## src/rtl/pse_pkg.sv

```systemverilog
package pse_pkg;

    typedef enum logic [2:0] {
        ST_IDLE,
        ST_KEY_REQ,
        ST_KEY_WAIT,
        ST_CHECK,
        ST_BODY_REQ,
        ST_BODY_WAIT,
        ST_FINISH
    } pse_state_e;

    // Decimal digit roots span 0..9, so the partition count is fixed.
    localparam int PSE_NUM_PART = 10;
    localparam int PSE_PART_W   = 4;

endpackage

```

## src/rtl/pse_part_sel.sv

```systemverilog
module pse_part_sel
    import pse_pkg::*;
(
    input  logic [7:0]            octet_i,
    output logic [PSE_PART_W-1:0] part_o
);

    logic [7:0] hund;
    logic [7:0] rest;
    logic [7:0] tens;
    logic [7:0] ones;
    logic [7:0] sum0;
    logic [7:0] sum1;

    // Binary octet to decimal digits, then two rounds of digit folding
    // (max first sum is 19, which needs the second round).
    always_comb begin
        hund   = octet_i / 8'd100;
        rest   = octet_i % 8'd100;
        tens   = rest / 8'd10;
        ones   = rest % 8'd10;
        sum0   = hund + tens + ones;
        sum1   = (sum0 / 8'd10) + (sum0 % 8'd10);
        part_o = PSE_PART_W'((sum1 / 8'd10) + (sum1 % 8'd10));
    end

endmodule

```

## src/rtl/pse_key_cmp.sv

```systemverilog
module pse_key_cmp #(
    parameter int BUS_W     = 64,
    parameter int KEY_W     = 129,
    parameter int KEY_BEATS = 3
) (
    input  logic             clk,
    input  logic             rst_n,
    input  logic             load_i,
    input  logic [KEY_W-1:0] query_i,
    input  logic             beat_en_i,
    input  logic [BUS_W-1:0] beat_i,
    output logic             match_o
);

    localparam int FULL_W = KEY_BEATS * BUS_W;

    logic [KEY_W-1:0]  qkey_q;
    logic [FULL_W-1:0] win_q;

    always_ff @(posedge clk or negedge rst_n) begin
        if (!rst_n) begin
            qkey_q <= '0;
        end else if (load_i) begin
            qkey_q <= query_i;
        end
    end

    // Beats enter at the top and move down, so beat 0 ends in the low word.
    generate
        if (KEY_BEATS > 1) begin : g_shift
            always_ff @(posedge clk or negedge rst_n) begin
                if (!rst_n) begin
                    win_q <= '0;
                end else if (beat_en_i) begin
                    win_q <= {beat_i, win_q[FULL_W-1:BUS_W]};
                end
            end
        end else begin : g_single
            always_ff @(posedge clk or negedge rst_n) begin
                if (!rst_n) begin
                    win_q <= '0;
                end else if (beat_en_i) begin
                    win_q <= beat_i;
                end
            end
        end
    endgenerate

    generate
        if (FULL_W > KEY_W) begin : g_pad
            logic unused_pad;
            assign unused_pad = ^win_q[FULL_W-1:KEY_W];
            assign match_o    = (win_q[KEY_W-1:0] == qkey_q);
        end else begin : g_exact
            assign match_o = (win_q == qkey_q);
        end
    endgenerate

endmodule

```

## src/rtl/pse_ctrl.sv

```systemverilog
module pse_ctrl
    import pse_pkg::*;
#(
    parameter int ADDR_W     = 16,
    parameter int CNT_W      = 8,
    parameter int LEN_W      = 4,
    parameter int KEY_BEATS  = 3,
    parameter int BODY_BEATS = 10
) (
    input  logic                  clk,
    input  logic                  rst_n,
    input  logic                  q_valid_i,
    output logic                  q_ready_o,
    input  logic [ADDR_W-1:0]     sel_base_i,
    input  logic [CNT_W-1:0]      sel_cnt_i,
    input  logic [PSE_PART_W-1:0] part_i,
    input  logic                  key_match_i,
    output logic                  key_beat_en_o,
    output logic                  mem_req_o,
    output logic [ADDR_W-1:0]     mem_addr_o,
    output logic [LEN_W-1:0]      mem_len_o,
    input  logic                  mem_rvalid_i,
    output logic                  rec_valid_o,
    output logic                  done_o,
    output logic                  found_o,
    output logic [ADDR_W-1:0]     match_addr_o,
    output logic [PSE_PART_W-1:0] part_o
);

    localparam int              REC_BEATS = KEY_BEATS + BODY_BEATS;
    localparam logic [LEN_W-1:0] KEY_LAST  = LEN_W'(KEY_BEATS - 1);
    localparam logic [LEN_W-1:0] BODY_LAST = LEN_W'((BODY_BEATS > 0) ? BODY_BEATS - 1 : 0);

    pse_state_e              state_q;
    pse_state_e              state_d;
    logic [ADDR_W-1:0]       addr_q;
    logic [CNT_W-1:0]        left_q;
    logic [LEN_W-1:0]        beat_q;
    logic                    found_q;
    logic [PSE_PART_W-1:0]   part_q;
    logic                    accept;
    logic                    key_last;
    logic                    body_last;

    assign accept    = q_valid_i && (state_q == ST_IDLE);
    assign key_last  = mem_rvalid_i && (beat_q == KEY_LAST);
    assign body_last = mem_rvalid_i && (beat_q == BODY_LAST);

    // State register
    always_ff @(posedge clk or negedge rst_n) begin
        if (!rst_n) begin
            state_q <= ST_IDLE;
        end else begin
            state_q <= state_d;
        end
    end

    // Next state
    always_comb begin
        state_d = state_q;
        unique case (state_q)
            ST_IDLE: begin
                if (q_valid_i) begin
                    state_d = (sel_cnt_i == '0) ? ST_FINISH : ST_KEY_REQ;
                end
            end
            ST_KEY_REQ:  state_d = ST_KEY_WAIT;
            ST_KEY_WAIT: begin
                if (key_last) begin
                    state_d = ST_CHECK;
                end
            end
            ST_CHECK: begin
                if (key_match_i) begin
                    state_d = (BODY_BEATS > 0) ? ST_BODY_REQ : ST_FINISH;
                end else if (left_q == CNT_W'(1)) begin
                    state_d = ST_FINISH;
                end else begin
                    state_d = ST_KEY_REQ;
                end
            end
            ST_BODY_REQ:  state_d = ST_BODY_WAIT;
            ST_BODY_WAIT: begin
                if (body_last) begin
                    state_d = ST_FINISH;
                end
            end
            ST_FINISH: state_d = ST_IDLE;
            default:   state_d = ST_IDLE;
        endcase
    end

    // Outputs
    always_comb begin
        q_ready_o     = (state_q == ST_IDLE);
        mem_req_o     = (state_q == ST_KEY_REQ) || (state_q == ST_BODY_REQ);
        mem_addr_o    = (state_q == ST_BODY_REQ) ? addr_q + ADDR_W'(KEY_BEATS) : addr_q;
        mem_len_o     = (state_q == ST_BODY_REQ) ? LEN_W'(BODY_BEATS) : LEN_W'(KEY_BEATS);
        key_beat_en_o = (state_q == ST_KEY_WAIT) && mem_rvalid_i;
        rec_valid_o   = (state_q == ST_BODY_WAIT) && mem_rvalid_i;
        done_o        = (state_q == ST_FINISH);
        found_o       = found_q;
        match_addr_o  = addr_q;
        part_o        = part_q;
    end

    // Walk registers
    always_ff @(posedge clk or negedge rst_n) begin
        if (!rst_n) begin
            addr_q  <= '0;
            left_q  <= '0;
            beat_q  <= '0;
            found_q <= 1'b0;
            part_q  <= '0;
        end else begin
            if (accept) begin
                addr_q  <= sel_base_i;
                left_q  <= sel_cnt_i;
                found_q <= 1'b0;
                part_q  <= part_i;
            end
            if ((state_q == ST_KEY_REQ) || (state_q == ST_BODY_REQ)) begin
                beat_q <= '0;
            end else if (mem_rvalid_i) begin
                beat_q <= beat_q + LEN_W'(1);
            end
            if (state_q == ST_CHECK) begin
                if (key_match_i) begin
                    found_q <= 1'b1;
                end else begin
                    addr_q <= addr_q + ADDR_W'(REC_BEATS);
                    left_q <= left_q - CNT_W'(1);
                end
            end
        end
    end

endmodule

```

## src/rtl/pse_search.sv

```systemverilog
module pse_search
    import pse_pkg::*;
#(
    parameter int BUS_W  = 64,
    parameter int KEY_W  = 129,
    parameter int REC_W  = 792,
    parameter int ADDR_W = 16,
    parameter int CNT_W  = 8
) (
    input  logic                          clk,
    input  logic                          rst_n,
    input  logic                          q_valid,
    output logic                          q_ready,
    input  logic [31:0]                   q_src_ip,
    input  logic [KEY_W-1:0]              q_key,
    input  logic                          q_linear,
    input  logic [PSE_NUM_PART*ADDR_W-1:0] cfg_part_base,
    input  logic [PSE_NUM_PART*CNT_W-1:0]  cfg_part_cnt,
    input  logic [ADDR_W-1:0]             cfg_lin_base,
    input  logic [CNT_W-1:0]              cfg_lin_cnt,
    output logic                          mem_req,
    output logic [ADDR_W-1:0]             mem_addr,
    output logic [$clog2(((REC_W+BUS_W-1)/BUS_W)+1)-1:0] mem_len,
    input  logic                          mem_rvalid,
    input  logic [BUS_W-1:0]              mem_rdata,
    output logic                          rec_valid,
    output logic [BUS_W-1:0]              rec_data,
    output logic                          done,
    output logic                          found,
    output logic [ADDR_W-1:0]             match_addr,
    output logic [PSE_PART_W-1:0]         res_part
);

    localparam int KEY_BEATS  = (KEY_W + BUS_W - 1) / BUS_W;
    localparam int REC_BEATS  = (REC_W + BUS_W - 1) / BUS_W;
    localparam int BODY_BEATS = REC_BEATS - KEY_BEATS;
    localparam int LEN_W      = $clog2(REC_BEATS + 1);

    logic [ADDR_W-1:0]     base_arr [PSE_NUM_PART];
    logic [CNT_W-1:0]      cnt_arr  [PSE_NUM_PART];
    logic [PSE_PART_W-1:0] part_w;
    logic [PSE_PART_W-1:0] part_sel;
    logic [ADDR_W-1:0]     sel_base;
    logic [CNT_W-1:0]      sel_cnt;
    logic                  key_match;
    logic                  key_beat_en;
    logic                  key_load;
    logic                  unused_ip_low;

    assign unused_ip_low = ^q_src_ip[23:0];

    generate
        for (genvar g = 0; g < PSE_NUM_PART; g++) begin : g_cfg
            assign base_arr[g] = cfg_part_base[g*ADDR_W +: ADDR_W];
            assign cnt_arr[g]  = cfg_part_cnt[g*CNT_W +: CNT_W];
        end
    endgenerate

    pse_part_sel u_part (
        .octet_i (q_src_ip[31:24]),
        .part_o  (part_w)
    );

    assign sel_base = q_linear ? cfg_lin_base : base_arr[part_w];
    assign sel_cnt  = q_linear ? cfg_lin_cnt  : cnt_arr[part_w];
    assign part_sel = q_linear ? PSE_PART_W'(PSE_NUM_PART) : part_w;
    assign key_load = q_valid && q_ready;
    assign rec_data = mem_rdata;

    pse_key_cmp #(
        .BUS_W     (BUS_W),
        .KEY_W     (KEY_W),
        .KEY_BEATS (KEY_BEATS)
    ) u_cmp (
        .clk       (clk),
        .rst_n     (rst_n),
        .load_i    (key_load),
        .query_i   (q_key),
        .beat_en_i (key_beat_en),
        .beat_i    (mem_rdata),
        .match_o   (key_match)
    );

    pse_ctrl #(
        .ADDR_W     (ADDR_W),
        .CNT_W      (CNT_W),
        .LEN_W      (LEN_W),
        .KEY_BEATS  (KEY_BEATS),
        .BODY_BEATS (BODY_BEATS)
    ) u_ctrl (
        .clk           (clk),
        .rst_n         (rst_n),
        .q_valid_i     (q_valid),
        .q_ready_o     (q_ready),
        .sel_base_i    (sel_base),
        .sel_cnt_i     (sel_cnt),
        .part_i        (part_sel),
        .key_match_i   (key_match),
        .key_beat_en_o (key_beat_en),
        .mem_req_o     (mem_req),
        .mem_addr_o    (mem_addr),
        .mem_len_o     (mem_len),
        .mem_rvalid_i  (mem_rvalid),
        .rec_valid_o   (rec_valid),
        .done_o        (done),
        .found_o       (found),
        .match_addr_o  (match_addr),
        .part_o        (res_part)
    );

endmodule

```

## config.mk

```make
export PLATFORM = sky130hd
export DESIGN_NAME = pse_search
export DESIGN_NICKNAME = d
export VERILOG_FILES = /design/src/rtl/pse_pkg.sv /design/src/rtl/pse_part_sel.sv /design/src/rtl/pse_key_cmp.sv /design/src/rtl/pse_ctrl.sv /design/src/rtl/pse_search.sv
export SDC_FILE = /design/constraint.sdc
export NUM_CORES = 1
export LEC_CHECK = 0
export ABC_CLOCK_PERIOD_IN_PS = 2360
export CAP_MARGIN = 20
export CORE_AREA = 5 5 230 232
export DETAILED_ROUTE_END_ITERATION = 8
export DIE_AREA = 0 0 235 237
export PLACE_DENSITY = 0.77
export REMOVE_ABC_BUFFERS = 1
export SLEW_MARGIN = 40
export SYNTH_ARGS = -nofsm -noshare
export SYNTH_HDL_FRONTEND = slang
export SYNTH_HIERARCHICAL = 1
export SYNTH_SLANG_ARGS = --single-unit
```

## constraint.sdc

```tcl
create_clock -name clk -period 2.36 [get_ports clk]
set_input_delay 0.708 -clock clk [delete_from_list [all_inputs] [get_ports clk]]
set_output_delay 0.708 -clock clk [all_outputs]
set_load 0.02 [all_outputs]
```

* Word-level counts from Yosys, hierarchy flattened
Index checks and enable logic that the tools add are counted.
** Operators by class
- Add/sub/neg operators :: 8
- Div/mod/pow operators :: 8
- $lt $le $gt $ge :: 1
- Equality and inequality tests :: 13
- Muxes and demuxes :: 29
- Bitwise operators :: 1
- Reductions and logical operators :: 10
** Operator list (number)
- 129-bit == test :: 1
- 16-bit 2-to-1 mux :: 7
- 16-bit binary-select mux with 4-bit select :: 1
- 8-bit 2-to-1 mux :: 6
- 8-bit binary-select mux with 4-bit select :: 1
- 8-bit adder :: 3
- 8-bit by 4-bit divider with 8-bit output, second input constant :: 3
- 8-bit by 4-bit remainder unit with 8-bit output, second input constant :: 3
- 3-bit 2-to-1 mux :: 6
- 3-bit case mux with 6 select lines :: 1
- 16-bit by 2-bit adder with 16-bit output, second input constant :: 1
- 16-bit by 4-bit adder with 16-bit output, second input constant :: 1
- 4-bit 2-to-1 mux :: 4
- 3-bit == test, second input constant :: 3
- 8-bit by 7-bit divider with 8-bit output, second input constant :: 1
- 8-bit by 1-bit == test with 1-bit output, second input constant :: 1
- 8-bit zero test :: 1
- 8-bit by 7-bit remainder unit with 8-bit output, second input constant :: 1
- 8-bit by 1-bit subtractor with 8-bit output, second input constant :: 1
- 3-bit by 2-bit == test with 1-bit output, second input constant :: 2
- 5-bit greater-or-equal comparator, second input constant :: 1
- 1-bit logical AND :: 5
- 4-bit inverter with 5-bit output :: 1
- 4-bit by 1-bit adder with 4-bit output, second input constant :: 1
- other kinds (11) :: 14
** Storage, ports and cells
- Flip-flop bits (word level) :: 357
- Output and inout port bits :: 109

* Longest topological paths before layout
Gate-level depths: netlist (run 1).
- Depth after elaboration :: 17
- Gate-level depth with buffers :: 50
- Mapped depth without buffers :: 45

* Cells and area by module
The synthesis (run 1) kept the hierarchy.
** Modules (own cells, without submodules)
- pse_key_cmp :: instances 1, cells each 850, area each 13232.7 µm², sequential area each 8032.7 µm²
- pse_search :: instances 1, cells each 314, area each 2722.6 µm², sequential area each 0.0 µm²
- pse_ctrl :: instances 1, cells each 297, area each 2504.9 µm², sequential area each 900.9 µm²
- pse_part_sel :: instances 1, cells each 343, area each 2258.4 µm², sequential area each 0.0 µm²

* Least setup slack after synthesis (run 1)
Ideal clock, no wire load.
- Path kind :: input to register
- Start :: in q_src_ip[28]
- End :: reg u_ctrl.state_q[2]
- Library setup time :: 131 ps
- Data arrival time :: 10107 ps
- Required time :: 2229 ps
- Slack :: -7877 ps
- Stages on the path :: 47
- Path buffers :: 4
- Cells stage by stage :: buf_2 > inv_1 > ha_1 > or3_4 > o21ai_2 > a21oi_1 > maj3_2 > a211oi_2 > buf_6 > nor4_1 > or4_1 > a31oi_1 > fa_1 > inv_1 > ha_1 > inv_1 > fa_1 > nor2b_1 > (+11 left out) > o21bai_1 > xor2_1 > nand2_1 > o21ai_0 > nor4_1 > a221o_1 > ha_1 > a21o_1 > a21oi_1 > xnor2_1 > or3b_1 > clkbuf_1 > or3_1 > o311ai_0 > nor4_1 > and2_1 > a221oi_1 > nor3_1
** Between the ends
- Cells in the longest elaborated chain, start to end :: 17
- Elaborated cells between the ends (all ways) :: 21
- Those cells by class :: add/sub (4); div (8); mux (7); bitwise (1); reduce/logical (1)
** Ends and longest elaborated chain
- start: declaration :: RTL line pse_search.sv:14 : input logic [31:0] q_src_ip,
- 8-bit by 7-bit remainder unit with 8-bit output :: RTL line pse_part_sel.sv:19 : rest = octet_i % 8'd100;
- 8-bit by 4-bit divider with 8-bit output :: RTL line pse_part_sel.sv:20 : tens = rest / 8'd10;
- 8-bit adder :: RTL line pse_part_sel.sv:22 : sum0 = hund + tens + ones;
- 8-bit adder * :: RTL line pse_part_sel.sv:22
- 8-bit by 4-bit divider with 8-bit output or 8-bit by 4-bit remainder unit with 8-bit output (tied branches) :: RTL line pse_part_sel.sv:23 : sum1 = (sum0 / 8'd10) + (sum0 % 8'd10);
- 8-bit adder * :: RTL line pse_part_sel.sv:23
- 8-bit by 4-bit divider with 8-bit output or 8-bit by 4-bit remainder unit with 8-bit output (tied branches) :: RTL line pse_part_sel.sv:24 : part_o = PSE_PART_W'((sum1 / 8'd10) + (sum1 % 8'd10));
- 4-bit adder * :: RTL line pse_part_sel.sv:24
- named net part_w[3] :: RTL line pse_search.sv:41 : logic [PSE_PART_W-1:0] part_w;
- (+1 left out)
- 8-bit binary-select mux with 4-bit select * :: RTL line pse_search.sv:65 : assign sel_cnt = q_linear ? cfg_lin_cnt : cnt_arr[part_w];
- 8-bit 2-to-1 mux (not written as such) * (2 in series) :: RTL line pse_search.sv:65
- 8-bit 2-to-1 mux * :: RTL line pse_search.sv:65
- named net sel_cnt[6] :: RTL line pse_search.sv:44 : logic [CNT_W-1:0] sel_cnt;
- 8-bit zero test * :: RTL line pse_ctrl.sv:64 : state_d = (sel_cnt_i == '0) ? ST_FINISH : ST_KEY_REQ;
- 3-bit 2-to-1 mux * :: RTL line pse_ctrl.sv:64
- 3-bit 2-to-1 mux * :: RTL line pse_ctrl.sv:63 : if (q_valid_i) begin
- 3-bit case mux with 6 select lines * :: RTL line pse_ctrl.sv:61 : unique case (state_q)
- end signal: assignment :: RTL line pse_ctrl.sv:54 : state_q <= state_d;
- end: declaration :: RTL line pse_ctrl.sv:34 : pse_state_e state_q;
Mark *: on every way through the listed nets, which the timed path passes. The rest lies on a longest branch. The select of a mux whose other input is x is not followed.
A chain may end at the register's enable or synchronous reset.

* Final worst setup path (run 1)
- Start :: in q_src_ip[28]
- End :: reg u_ctrl.state_q[1]
The elaborated chain is that of the path after synthesis.

==> results by group, run 1 <==
Run status
  • Status: finished, violations left
  • Violated checks: negative setup slack

STA
  • Rel. slew slack: 0.514
  • Hold WS: 0.0885 ns
  • RSZ-0062 raised after global routing: yes
  • Fmax: 107 MHz
  • Post-route setup slack: -6.99 ns
  • Slew Limit Fails: 0
  • Final Hold Vio Count: 0
  • Tmin final: 9.35 ns
  • Worst-margin pin slew: 0.726 ns
  • Worst Clk Skew: 0.0187 ns
  • Fin crit share: 3.96
  • Setup-failing EPs final: 51

Clock network
  • TritonCTS clock tree: done
  • Worst-skew pair later-pin latency: 0.55 ns
  • Clock tree sinks: 357
  • Clock-pin slew on the worst setup and hold paths: 0.06 ns
  • Max clock buf depth: 3
  • Clk Tree Root Cell: clkbuf_16
  • # H-tree levels: 2
  • CTS buffer count: 38

Setup path
  • WS Path Type: primary input to flop
  • Crit-path max FO: 4
  • Flop-to-flop setup slack: -0.66 ns
  • Reg2Reg Depth: 11
  • FF-to-FF End: u_ctrl/match_addr_o[14]$_DFF_PN0_
  • CP Data Required Time: 2.82 ns
  • Slowest stage cell, crit path: or4_4
  • CP max stage delay: 0.54 ns
  • Critical Path End Type: flop
  • Worst r2r src: u_cmp/win_q[115]$_DFFE_PN0P_
  • Crit start category: primary input
  • Worst EP arrival: 9.80 ns

Worst hold path
  • Worst Hold Class: primary input to async pin

Finish
  • Number of fillers in the final layout: 3717
  • Final instance area: 32500 sq um
  • Nets@finish: 3174
  • P&R area growth vs syn: 57.1%
  • Final core utilization: 0.641
  • Share of cells above drive strength 1: 0.405

Routing
  • Router iterations before antenna repair: 5
  • Vias/cell: 5.36
  • DRT iter0 DRCs: 999
  • WL final: 75300 um
  • ANT nets after route: 0
  • Routed len/inst: 22.4 um
  • DRC viols: 0
  • Via count: 18000

Synthesis
  • Ys Warns: 6
  • Synth Flop Type: dfrtp_1
  • Synthesized area: 20700 sq um
  • Synth top area share: 0.431
  • Mean Syn Cell Area: 11.5 sq um
  • Mux share of post-synthesis cell area: 0.238
  • Count of flip-flops with a built-in enable after synthesis: 0
  • Ranking of synthesized cells by area: dfrtp_1 43%, mux2_2 19%, xnor2_1 4.9%, buf_4 2.6%, mux4_2 2.3%
  • Sequential share of the synthesized area: 0.431
  • Async SR Flop Fraction: 1.00
  • Post-synth top cells: 357 x dfrtp_1, 356 x mux2_2, 117 x xnor2_1
  • Distinct cell type count after synthesis: 87
  • Cell with the most instances after synthesis: dfrtp_1
  • Yosys reg bits: 357
  • Post-synthesis simple-gate area fraction: 0.0922
  • Synth area leader: dfrtp_1
  • Compound-gate portion of the synthesized area: 0.0903
  • Largest family of logic cells by synthesized area: multiplexers
  • Mapped Cells: 1804
  • Synth Area in Adders: 0.0204
  • Xor and xnor area share after synthesis: 0.0689

Global route
  • Overflow after GRT: 0
  • Vias in the first global route: 19100
  • Total track usage: 0.252
  • Largest net degree at the start of global routing: 54
  • Initial antenna violation count: 11
  • First-pass GRT wire length: 112000 um

Placed design
  • Post-place setup slack: -8.64 ns
  • Area of placed instances: 29200 sq um
  • I/O Buffers: 576
  • GP Congestion: 1.02
  • DP HPWL: 57700 um

Floorplanning
  • Die width: 235 um
  • Die span in y: 237 um
  • Row count: 83
  • Die area: 55700 sq um
  • Initial Util: 0.408
  • Core Area: 50800 sq um
  • I/O Pins: 603

Run
  • Max-cap violations: 0
## cell type report
cell class	count	area (sq um)	share of cell area
multi-input combinational	1241	11900	0.367
timing repair buffer	981	9430	0.290
clock inverter	17	193	0.00592
inverter	32	128	0.00392
sequential	357	8930	0.275
clock buffer	48	1050	0.0323
tap	680	851	0.0261
antenna	7	17.5	0.000538
## per-layer routing
metal  part of all wire  up-vias  GRT usage  routed length, um
met5            0.00080        -          0                 60
met4              0.031        8     0.0830               2370
met3              0.053      128     0.0422               3970
met2               0.53      623      0.461              40000
met1               0.38     9033      0.303              28900
li1                   -     8247          -                  -
## state kept, by name (all words and copies together) (netlist names)
name                 count
u_ctrl/found_o           1
u_ctrl/left_q            8
u_ctrl/match_addr_o     16
u_cmp/win_q            192
u_ctrl/state_q           3
u_ctrl/part_o            4
u_ctrl/beat_q            4
u_cmp/qkey_q           129
## what timing repair did
| action | 4_1_cts | 5_1_grt |
|---|---|---|
| pin swaps | 52 | 129 |
| buffers inserted | 17 | 45 |
| hold buffers | 0 | 0 |
| resized for setup | 231 | 305 |
| endpoints found under the setup margin | 131 | 121 |
| cloned | 2 | 1 |
## worst max-delay path, delay by kind of cell
kind                     cells  cell delay [ns]
multiplexers                 1             0.35
AO/OA/AOI/OAI               17             2.99
buffers and inverters       12             1.12
adder cells (fa/ha/maj)      7             1.98
XOR/XNOR                     2             0.38
AND/OR/NAND/NOR             11             2.24
## cells in the final DEF (no fill, tap or decap), types with 10 or more instances in the layout
master and count:
ha_1 19, xnor2_2 13, mux2_2 356, dlymetal6s2s_1 69, a21oi_1 41, o22ai_1 26
nor3_1 19, nor4_1 16, o21ai_0 24, o21ai_1 11, or3_4 13, mux4_2 21
inv_1 27, clkdlybuf4s50_1 463, mux2i_1 38, nand4_1 30, nor3_4 10, clkbuf_16 40
nand3_1 19, buf_6 34, nand2_1 64, xor2_1 43, dfrtp_1 357, o311ai_4 12
buf_12 27, buf_4 364, nor2_1 66, o21a_1 10, xnor2_1 103
## through the flow
stage                     cells   TNS, ns
after global placement     3239   -257.98
after global routing       3361   -224.13
after CTS                  3324   -224.98
after detailed placement   3240   -269.99
final                      3363   -212.66
after floorplan            1629  -1272.72
## cell families after synthesis
| family | after synthesis |
|---|---|
| adder cells (fa/ha/maj) | 31 |
| flip-flops | 357 |
| other | 3 |
| buffers and inverters | 211 |
| AND/OR/NAND/NOR | 354 |
| multiplexers | 418 |
| XOR/XNOR | 163 |
| AO/OA/AOI/OAI | 267 |
## worst max-delay path by stage
| stage | to | slack (ns) | from | depth (start not counted) |
|---|---|---|---|---|
| CTS | u_ctrl/state_q[1]$_DFFE_PN0P_ | -7.07 | q_src_ip[26] | 43 |
| detailed placement | u_ctrl/state_q[2]$_DFFE_PN0P_ | -8.64 | q_src_ip[28] | 46 |
| global placement | u_ctrl/state_q[1]$_DFFE_PN0P_ | -8.23 | q_src_ip[28] | 45 |
| global route | u_ctrl/state_q[1]$_DFFE_PN0P_ | -7.38 | q_src_ip[28] | 50 |
| floorplan | u_ctrl/state_q[1]$_DFFE_PN0P_ | -9.88 | q_src_ip[28] | 39 |
| finish | u_ctrl/state_q[1]$_DFFE_PN0P_ | -6.99 | q_src_ip[28] | 50 |
Power of run 1 is left out: the tool's default activity adds up to more than one toggle a clock period on the data nets, which glitch-free logic cannot reach.
==> inputs of run 2 (changes only) <==
--- a/config.mk
+++ b/config.mk
@@ -10,6 +10,7 @@
 export CORE_AREA = 5 5 230 232
 export DETAILED_ROUTE_END_ITERATION = 8
 export DIE_AREA = 0 0 235 237
+export MAX_ROUTING_LAYER = met4
 export PLACE_DENSITY = 0.77
 export REMOVE_ABC_BUFFERS = 1
 export SLEW_MARGIN = 40
==> run 2 against run 1 <==
Effect of this change:
- the flow still finishes with violations (negative setup slack)
- sequential cell count did not move
- routed wire length decreased by 0.16%
- via count fell by 0.34%
- maximum frequency up 0.20%
- non-clock buffer count down 5
- critical path depth fell by 8
- design area down 0.15%
- critical path type unchanged
==> results by group, run 2 (synthesis gave the netlist of run 1 again) <==
STA
  • Final Hold Vio Count: 0 (unchanged)
  • Slew Limit Fails: 0 (unchanged)
  • Worst-margin pin slew: 0.819 ns (was 0.726 ns)
  • Rel. slew slack: 0.449 (was 0.514)
  • Fin crit share: 3.95 (was 3.96)
  • Hold WS: 0.483 ns (was 0.0885 ns)
  • Fmax: 107 MHz (about the same)
  • Tmin final: 9.33 ns (was 9.35 ns)
  • Setup-failing EPs final: 50 (was 51)
  • Worst Clk Skew: 0.0129 ns (was 0.0187 ns)
  • Post-route setup slack: -6.97 ns (was -6.99 ns)
  • RSZ-0062 raised after global routing: yes (unchanged)

Setup path
  • Worst r2r src: u_cmp/qkey_q[80]$_DFFE_PN0P_ (was u_cmp/win_q[115]$_DFFE_PN0P_)
  • Crit path buf inv count: 7 (was 12)
  • CP most frequent cell: buf_6
  • Crit-path max FO: 5 (was 4)
  • Slowest stage cell, crit path: or4b_4 (was or4_4)
  • Worst EP arrival: 9.77 ns (was 9.80 ns)
  • Critical Path End Type: flop (unchanged)
  • CP startpoint: q_src_ip[26] (was q_src_ip[28])
  • CP top delay family: compound AO/OA/AOI/OAI gates (unchanged)
  • CP Data Required Time: 2.80 ns (was 2.82 ns)
  • CP max stage delay: 0.59 ns (was 0.54 ns)
  • Crit start category: primary input (unchanged)
  • WS Path Type: primary input to flop (unchanged)

Floorplanning
  • Die width: 235 um (unchanged)
  • Row count: 83 (unchanged)
  • Die area: 55700 sq um (unchanged)
  • Initial Util: 0.408 (unchanged)
  • Core Area: 50800 sq um (unchanged)
  • Die span in y: 237 um (unchanged)
  • I/O Pins: 603 (unchanged)

Finish
  • Reg with most FFs: u_cmp/win_q (unchanged)
  • Final core utilization: 0.640 (was 0.641)
  • Commonest non-fill, non-tap cells in the layout: 463 x clkdlybuf4s50_1, 357 x dfrtp_1, 356 x mux2_2, 356 x buf_4, 103 x xnor2_1 (was 463 x clkdlybuf4s50_1, 364 x buf_4, 357 x dfrtp_1)
  • Nets@finish: 3170 (was 3174)
  • Max FFs per register: 192 (unchanged)
  • P&R area growth vs syn: 56.8% (was 57.1%)
  • Share of cells above drive strength 1: 0.410 (was 0.405)
  • Most common cell after layout, fill and taps aside: clkdlybuf4s50_1 (unchanged)

Clock network
  • Worst-skew pair later-pin latency: 0.54 ns (was 0.55 ns)
  • Clock tree sinks: 357 (unchanged)
  • CTS buffer count: 39 (was 38)
  • # H-tree levels: 2 (unchanged)
  • Clk Tree Root Cell: clkbuf_16 (unchanged)
  • Clock-pin slew on the worst setup and hold paths: 0.06 ns (about the same)
  • Max clock buf depth: 3 (unchanged)
  • TritonCTS clock tree: done (unchanged)

Global route
  • First-pass GRT wire length: 112000 um (about the same)
  • Vias in the first global route: 19300 (was 19100)
  • Overflow after GRT: 0 (unchanged)
  • Total track usage: 0.260 (was 0.252)
  • GR Layer Usage met2: 0.464 (was 0.461)
  • Largest net degree at the start of global routing: 82 (was 54)
  • GR Layer Usage met3: 0.0366 (was 0.0422)
  • Met1 Use GR: 0.307 (was 0.303)
  • Initial antenna violation count: 6 (was 11)
  • GR peak layer: met2 (unchanged)

Placed design
  • GP Congestion: 0.994 (was 1.02)
  • I/O Buffers: 576 (unchanged)
  • DP HPWL: 57400 um (was 57700 um)

Routing
  • WL final: 75200 um (was 75300 um)
  • Router iterations before antenna repair: 5 (unchanged)
  • ANT nets after route: 0 (unchanged)
  • DRT iter0 DRCs: 982 (was 999)
  • DRC viols: 0 (unchanged)
  • Routed len/inst: 22.3 um (was 22.4 um)
  • Vias/cell: 5.34 (was 5.36)
  • Via count: 18000 (about the same)

Run status
  • Status: finished, violations left (unchanged)
  • Violated checks: negative setup slack (unchanged)

Run
  • Max-cap violations: 0 (unchanged)

Worst hold path
  • Hold path start: u_ctrl/part_o[0]$_DFFE_PN0P_
  • Worst Hold Class: flop to flop (was primary input to async pin)
## run 2: changes by cell type in the layout (fill, tap and decap cells not counted), sizes merged, moves of 3 or more
cell	previous run	this run
dlygate4sd2	9	77
clkbuf	54	57
clkinv	13	9
dlymetal6s2s	69	4
buf	433	428
bufinv	3	7
## run 2: final cells by class
type                            count  area [sq um]
Antenna cell                        6          15.0
Clock buffer                       54          1170
Clock inverter                     18           289
Fill cell                        3794         18300
Inverter                           32           125
Multi-Input combinational cell   1241         12000
Sequential cell                   357          8930
Tap cell                          680           851
Timing Repair Buffer              976          9110
## run 2: layer usage
metal | up-vias | routed length, um
met1 | 8964 | 29100
li1 | 8239 | -
met5 | - | 0
met3 | 132 | 3980
met4 | 0 | 2410
met2 | 643 | 39600
## run 2: tightest hold or removal path: stages, from the launching register on
cell and delay [ns]:
dfrtp_1 0.34, nand2_1 0.05, nand2_1 0.06
## run 2: worst paths after layout
kind / slack (ns) / end / cells after the start
setup / recovery: -6.97 / u_ctrl/state_q[1]$_DFFE_PN0P_ / 42
hold / removal: 0.48 / u_ctrl/part_o[0]$_DFFE_PN0P_ / 2
setup reg to reg: -0.63 / u_ctrl/match_addr_o[9]$_DFF_PN0_ / 11
hold reg to reg: 0.48 / u_ctrl/part_o[0]$_DFFE_PN0P_ / 2
max in group asynchronous: 1.04 / u_cmp/qkey_q[121]$_DFFE_PN0P_ / 3
min in group asynchronous: 0.62 / u_cmp/qkey_q[77]$_DFFE_PN0P_ / 2
## run 2: repair_timing
action / 4_1_cts / 5_1_grt
resized for setup: 290 / 253
hold buffers: 1 / 0
cloned: 1 / 0
setup buffers: 36 / 33
hold endpoints to repair: 11 / 0
pin swaps: 47 / 137
endpoints found under the setup margin: 130 / 55
## run 2: metrics by stage
stage | area (sq um) | cells | worst slack, ns | TNS (ns)
after detailed placement | 29200 | 3227 | -8.49 | -266.17
after global placement | 29200 | 3227 | -8.16 | -256.35
after global routing | 32500 | 3364 | -7.26 | -222.43
final | 32500 | 3364 | -6.97 | -212.89
after floorplan | 19700 | 1629 | -9.88 | -1272.72
after CTS | 31200 | 3336 | -7.54 | -227.02
Power of run 2 is left out for the same reason.
==> inputs of run 3 (changes only) <==
--- a/config.mk
+++ b/config.mk
@@ -5,13 +5,15 @@
 export SDC_FILE = /design/constraint.sdc
 export NUM_CORES = 1
 export LEC_CHECK = 0
+export ABC_AREA = 1
 export ABC_CLOCK_PERIOD_IN_PS = 2360
 export CAP_MARGIN = 20
-export CORE_AREA = 5 5 230 232
+export CORE_AREA = 5 5 233 235
 export DETAILED_ROUTE_END_ITERATION = 8
-export DIE_AREA = 0 0 235 237
+export DIE_AREA = 0 0 238 240
+export HOLD_SLACK_MARGIN = 0.12
 export MAX_ROUTING_LAYER = met4
-export PLACE_DENSITY = 0.77
+export PLACE_DENSITY = 0.76
 export REMOVE_ABC_BUFFERS = 1
 export SLEW_MARGIN = 40
 export SYNTH_ARGS = -nofsm -noshare
==> run 3 against run 2 <==
Effect of this change:
- the run still ends with negative setup slack left
- cell count increased by 30%
- sequential share of layout area fell by 0.32 points
- non-clock buffer count shrank 47
- first-iteration DRC count is 28% higher
- highest routed layer unchanged
==> results by group, run 3 <==
STA
  • Hold WS: 0.481 ns (was 0.483 ns)
  • Worst-margin pin slew: 0.558 ns (was 0.819 ns)
  • Worst Clk Skew: 0.0290 ns (was 0.0129 ns)
  • Post-route setup slack: -6.89 ns (was -6.97 ns)
  • Fmax: 108 MHz (was 107 MHz)
  • Tmin final: 9.25 ns (was 9.33 ns)
  • Setup-failing EPs final: 46 (was 50)
  • Fin crit share: 3.92 (was 3.95)
  • Slew Limit Fails: 0 (unchanged)
  • Rel. slew slack: 0.628 (was 0.449)
  • Final Hold Vio Count: 0 (unchanged)
  • RSZ-0062 raised after global routing: yes (unchanged)

Finish
  • Register Area: 8930 sq um (about the same)
  • Post-route insts no fill: 4387 (was 3364)
  • Multi-input logic area: 11100 sq um (was 12000 sq um)
  • Nets@finish: 4181 (was 3170)
  • Reg with most FFs: u_cmp/win_q (unchanged)
  • Share of cells above drive strength 1: 0.224 (was 0.410)
  • P&R area growth vs syn: 53.9% (was 56.8%)
  • Commonest non-fill, non-tap cells in the layout: 751 x nand2_1, 465 x clkdlybuf4s50_1, 356 x dfrtp_1 (was 463 x clkdlybuf4s50_1, 357 x dfrtp_1, 356 x mux2_2, 356 x buf_4, 103 x xnor2_1)
  • Most common cell after layout, fill and taps aside: nand2_1 (was clkdlybuf4s50_1)
  • Number of fillers in the final layout: 4309 (was 3794)
  • Max FFs per register: 192 (unchanged)

Setup path
  • WS Path Type: primary input to flop (unchanged)
  • Crit-path max FO: 8 (was 5)
  • Critical Path End Type: flop (unchanged)
  • Crit start category: primary input (unchanged)
  • Flop-to-flop setup slack: -0.14 ns (was -0.63 ns)
  • Worst EP arrival: 9.70 ns (was 9.77 ns)
  • Reg2Reg Depth: 16 (was 11)
  • Slowest stage cell, crit path: fa_4 (was or4b_4)
  • CP max stage delay: 0.68 ns (was 0.59 ns)
  • CP Data Required Time: 2.81 ns (was 2.80 ns)

Global route
  • Largest net degree at the start of global routing: 60 (was 82)
  • Vias in the first global route: 21800 (was 19300)
  • Total track usage: 0.270 (was 0.260)
  • Overflow after GRT: 0 (unchanged)
  • Initial antenna violation count: 12 (was 6)
  • First-pass GRT wire length: 118000 um (was 112000 um)

Floorplanning
  • I/O Pins: 603 (unchanged)
  • Die span in y: 240 um (was 237 um)
  • Die area: 57100 sq um (was 55700 sq um)
  • Initial Util: 0.411 (was 0.408)
  • Die width: 238 um (was 235 um)
  • Core Area: 52000 sq um (was 50800 sq um)
  • Row count: 84 (was 83)

Synthesis
  • Ys Warns: 6 (unchanged)
  • Synth top area share: 0.418 (was 0.431)
  • Mean Syn Cell Area: 7.44 sq um (was 11.5 sq um)
  • Yosys reg bits: 357 (unchanged)
  • Post-synth top cells: 803 x nand2_1, 357 x dfrtp_1, 354 x inv_1 (was 357 x dfrtp_1, 356 x mux2_2, 117 x xnor2_1)
  • Ranking of synthesized cells by area: dfrtp_1 42%, nand2_1 14%, o21ai_0 6.7%, inv_1 6.2%, nor2_1 4.8% (was dfrtp_1 43%, mux2_2 19%, xnor2_1 4.9%, buf_4 2.6%, mux4_2 2.3%)
  • Synthesized area: 21400 sq um (was 20700 sq um)
  • Sequential share of the synthesized area: 0.418 (was 0.431)
  • Mapped Cells: 2870 (was 1804)
  • Distinct cell type count after synthesis: 50 (was 87)
  • Synth Flop Type: dfrtp_1 (unchanged)
  • Async SR Flop Fraction: 1.00 (unchanged)
  • Cell with the most instances after synthesis: nand2_1 (was dfrtp_1)
  • Synth area leader: dfrtp_1 (unchanged)
  • Count of flip-flops with a built-in enable after synthesis: 0 (unchanged)

Clock network
  • Worst-skew pair later-pin latency: 0.56 ns (was 0.54 ns)
  • TritonCTS clock tree: done (unchanged)
  • Clk Tree Root Cell: clkbuf_16 (unchanged)
  • Clock-pin slew on the worst setup and hold paths: 0.06 ns (about the same)
  • Max clock buf depth: 3 (unchanged)
  • # H-tree levels: 2 (unchanged)
  • CTS buffer count: 38 (was 39)
  • Clock tree sinks: 357 (unchanged)

Run status
  • Violated checks: negative setup slack (unchanged)
  • Status: finished, violations left (unchanged)

Routing
  • ANT nets after route: 0 (unchanged)
  • DRT iter0 DRCs: 1258 (was 982)
  • DRC viols: 0 (unchanged)
  • Vias/cell: 5.03 (was 5.34)
  • WL final: 80300 um (was 75200 um)
  • Router iterations before antenna repair: 5 (unchanged)
  • Via count: 22100 (was 18000)
  • Routed len/inst: 18.3 um (was 22.3 um)

Worst hold path
  • Worst Hold Class: flop to flop (unchanged)
  • Worst Hold Depth: 2 (unchanged)

Placed design
  • DP HPWL: 61200 um (was 57400 um)
  • Post-place setup slack: -7.90 ns (was -8.49 ns)
  • GP Congestion: 0.979 (was 0.994)
  • Dpl cells: 4243 (was 3227)
  • I/O Buffers: 576 (unchanged)

Run
  • Max-cap violations: 0 (unchanged)
-- run 3: what timing repair did --
action / CTS / global route
buffers inserted: 18 / 47
gates resized for setup: 229 / 345
hold buffers: 1 / 0
gates cloned: 5 / 2
endpoints found under the setup margin: 132 / 83
pin swaps: 54 / 174
endpoints found under the hold margin: 34 / 0
-- run 3: worst max-delay path: cells and delay by family --
family                   cells  cell delay, ns
buffers and inverters       11            0.89
AND/OR/NAND/NOR             46            4.22
adder cells (fa/ha/maj)      7            2.33
AO/OA/AOI/OAI                8            0.95
XOR/XNOR                     3            0.55
-- run 3: worst paths after layout --
| check | start | to |
|---|---|---|
| setup / recovery | q_src_ip[28] | u_ctrl/state_q[0]$_DFFE_PN0P_ |
| hold / removal | u_ctrl/found_o$_DFF_PN0_ | u_ctrl/found_o$_DFF_PN0_ |
| setup reg to reg | u_cmp/win_q[4]$_DFFE_PN0P_ | u_ctrl/match_addr_o[4]$_DFF_PN0_ |
| hold reg to reg | u_ctrl/found_o$_DFF_PN0_ | u_ctrl/found_o$_DFF_PN0_ |
| max in group asynchronous | rst_n | u_ctrl/match_addr_o[13]$_DFF_PN0_ |
| min in group asynchronous | rst_n | u_cmp/win_q[146]$_DFFE_PN0P_ |
-- run 3: routing by layer --
| metal | up-vias | track usage | part of all wire |
|---|---|---|---|
| li1 | 10600 | - | - |
| met3 | 206 | 0.0479 | 0.058 |
| met1 | 10400 | 0.292 | 0.37 |
| met2 | 828 | 0.486 | 0.51 |
| met4 | 0 | 0.119 | 0.057 |
| met5 | - | - | 0 |
-- run 3: layout make-up --
class / count / share of cell area
Clock inverter: 17 / 0.00704
Antenna cell: 12 / 0.000913
Tap cell: 688 / 0.0262
Timing Repair Buffer: 929 / 0.279
Inverter: 370 / 0.0437
Multi-Input combinational cell: 1962 / 0.339
Clock buffer: 52 / 0.0327
Sequential cell: 357 / 0.272
-- run 3: through the flow --
stage           util  area (sq um)  TNS (ns)
2_1_floorplan      -         20200  -2328.10
3_3_place_gp   0.567         29500   -238.80
3_5_place_dp   0.567         29500   -248.79
4_1_cts        0.603         31400   -213.78
5_1_grt        0.632         32900   -227.72
6_report       0.632         32900   -209.59
-- run 3: kinds of logic after synthesis --
group                      Yosys count  synth area share
AOI/OAI and AO/OA                  489             0.124
xor gates and xnor gates            55            0.0229
adders and majority gates           29            0.0187
buffers and inverters              555             0.119
DFF                                357             0.418
muxes                               86            0.0453
other                                3          0.000527
and+or+nand+nor                   1296             0.252
Power of run 3 is left out for the same reason.
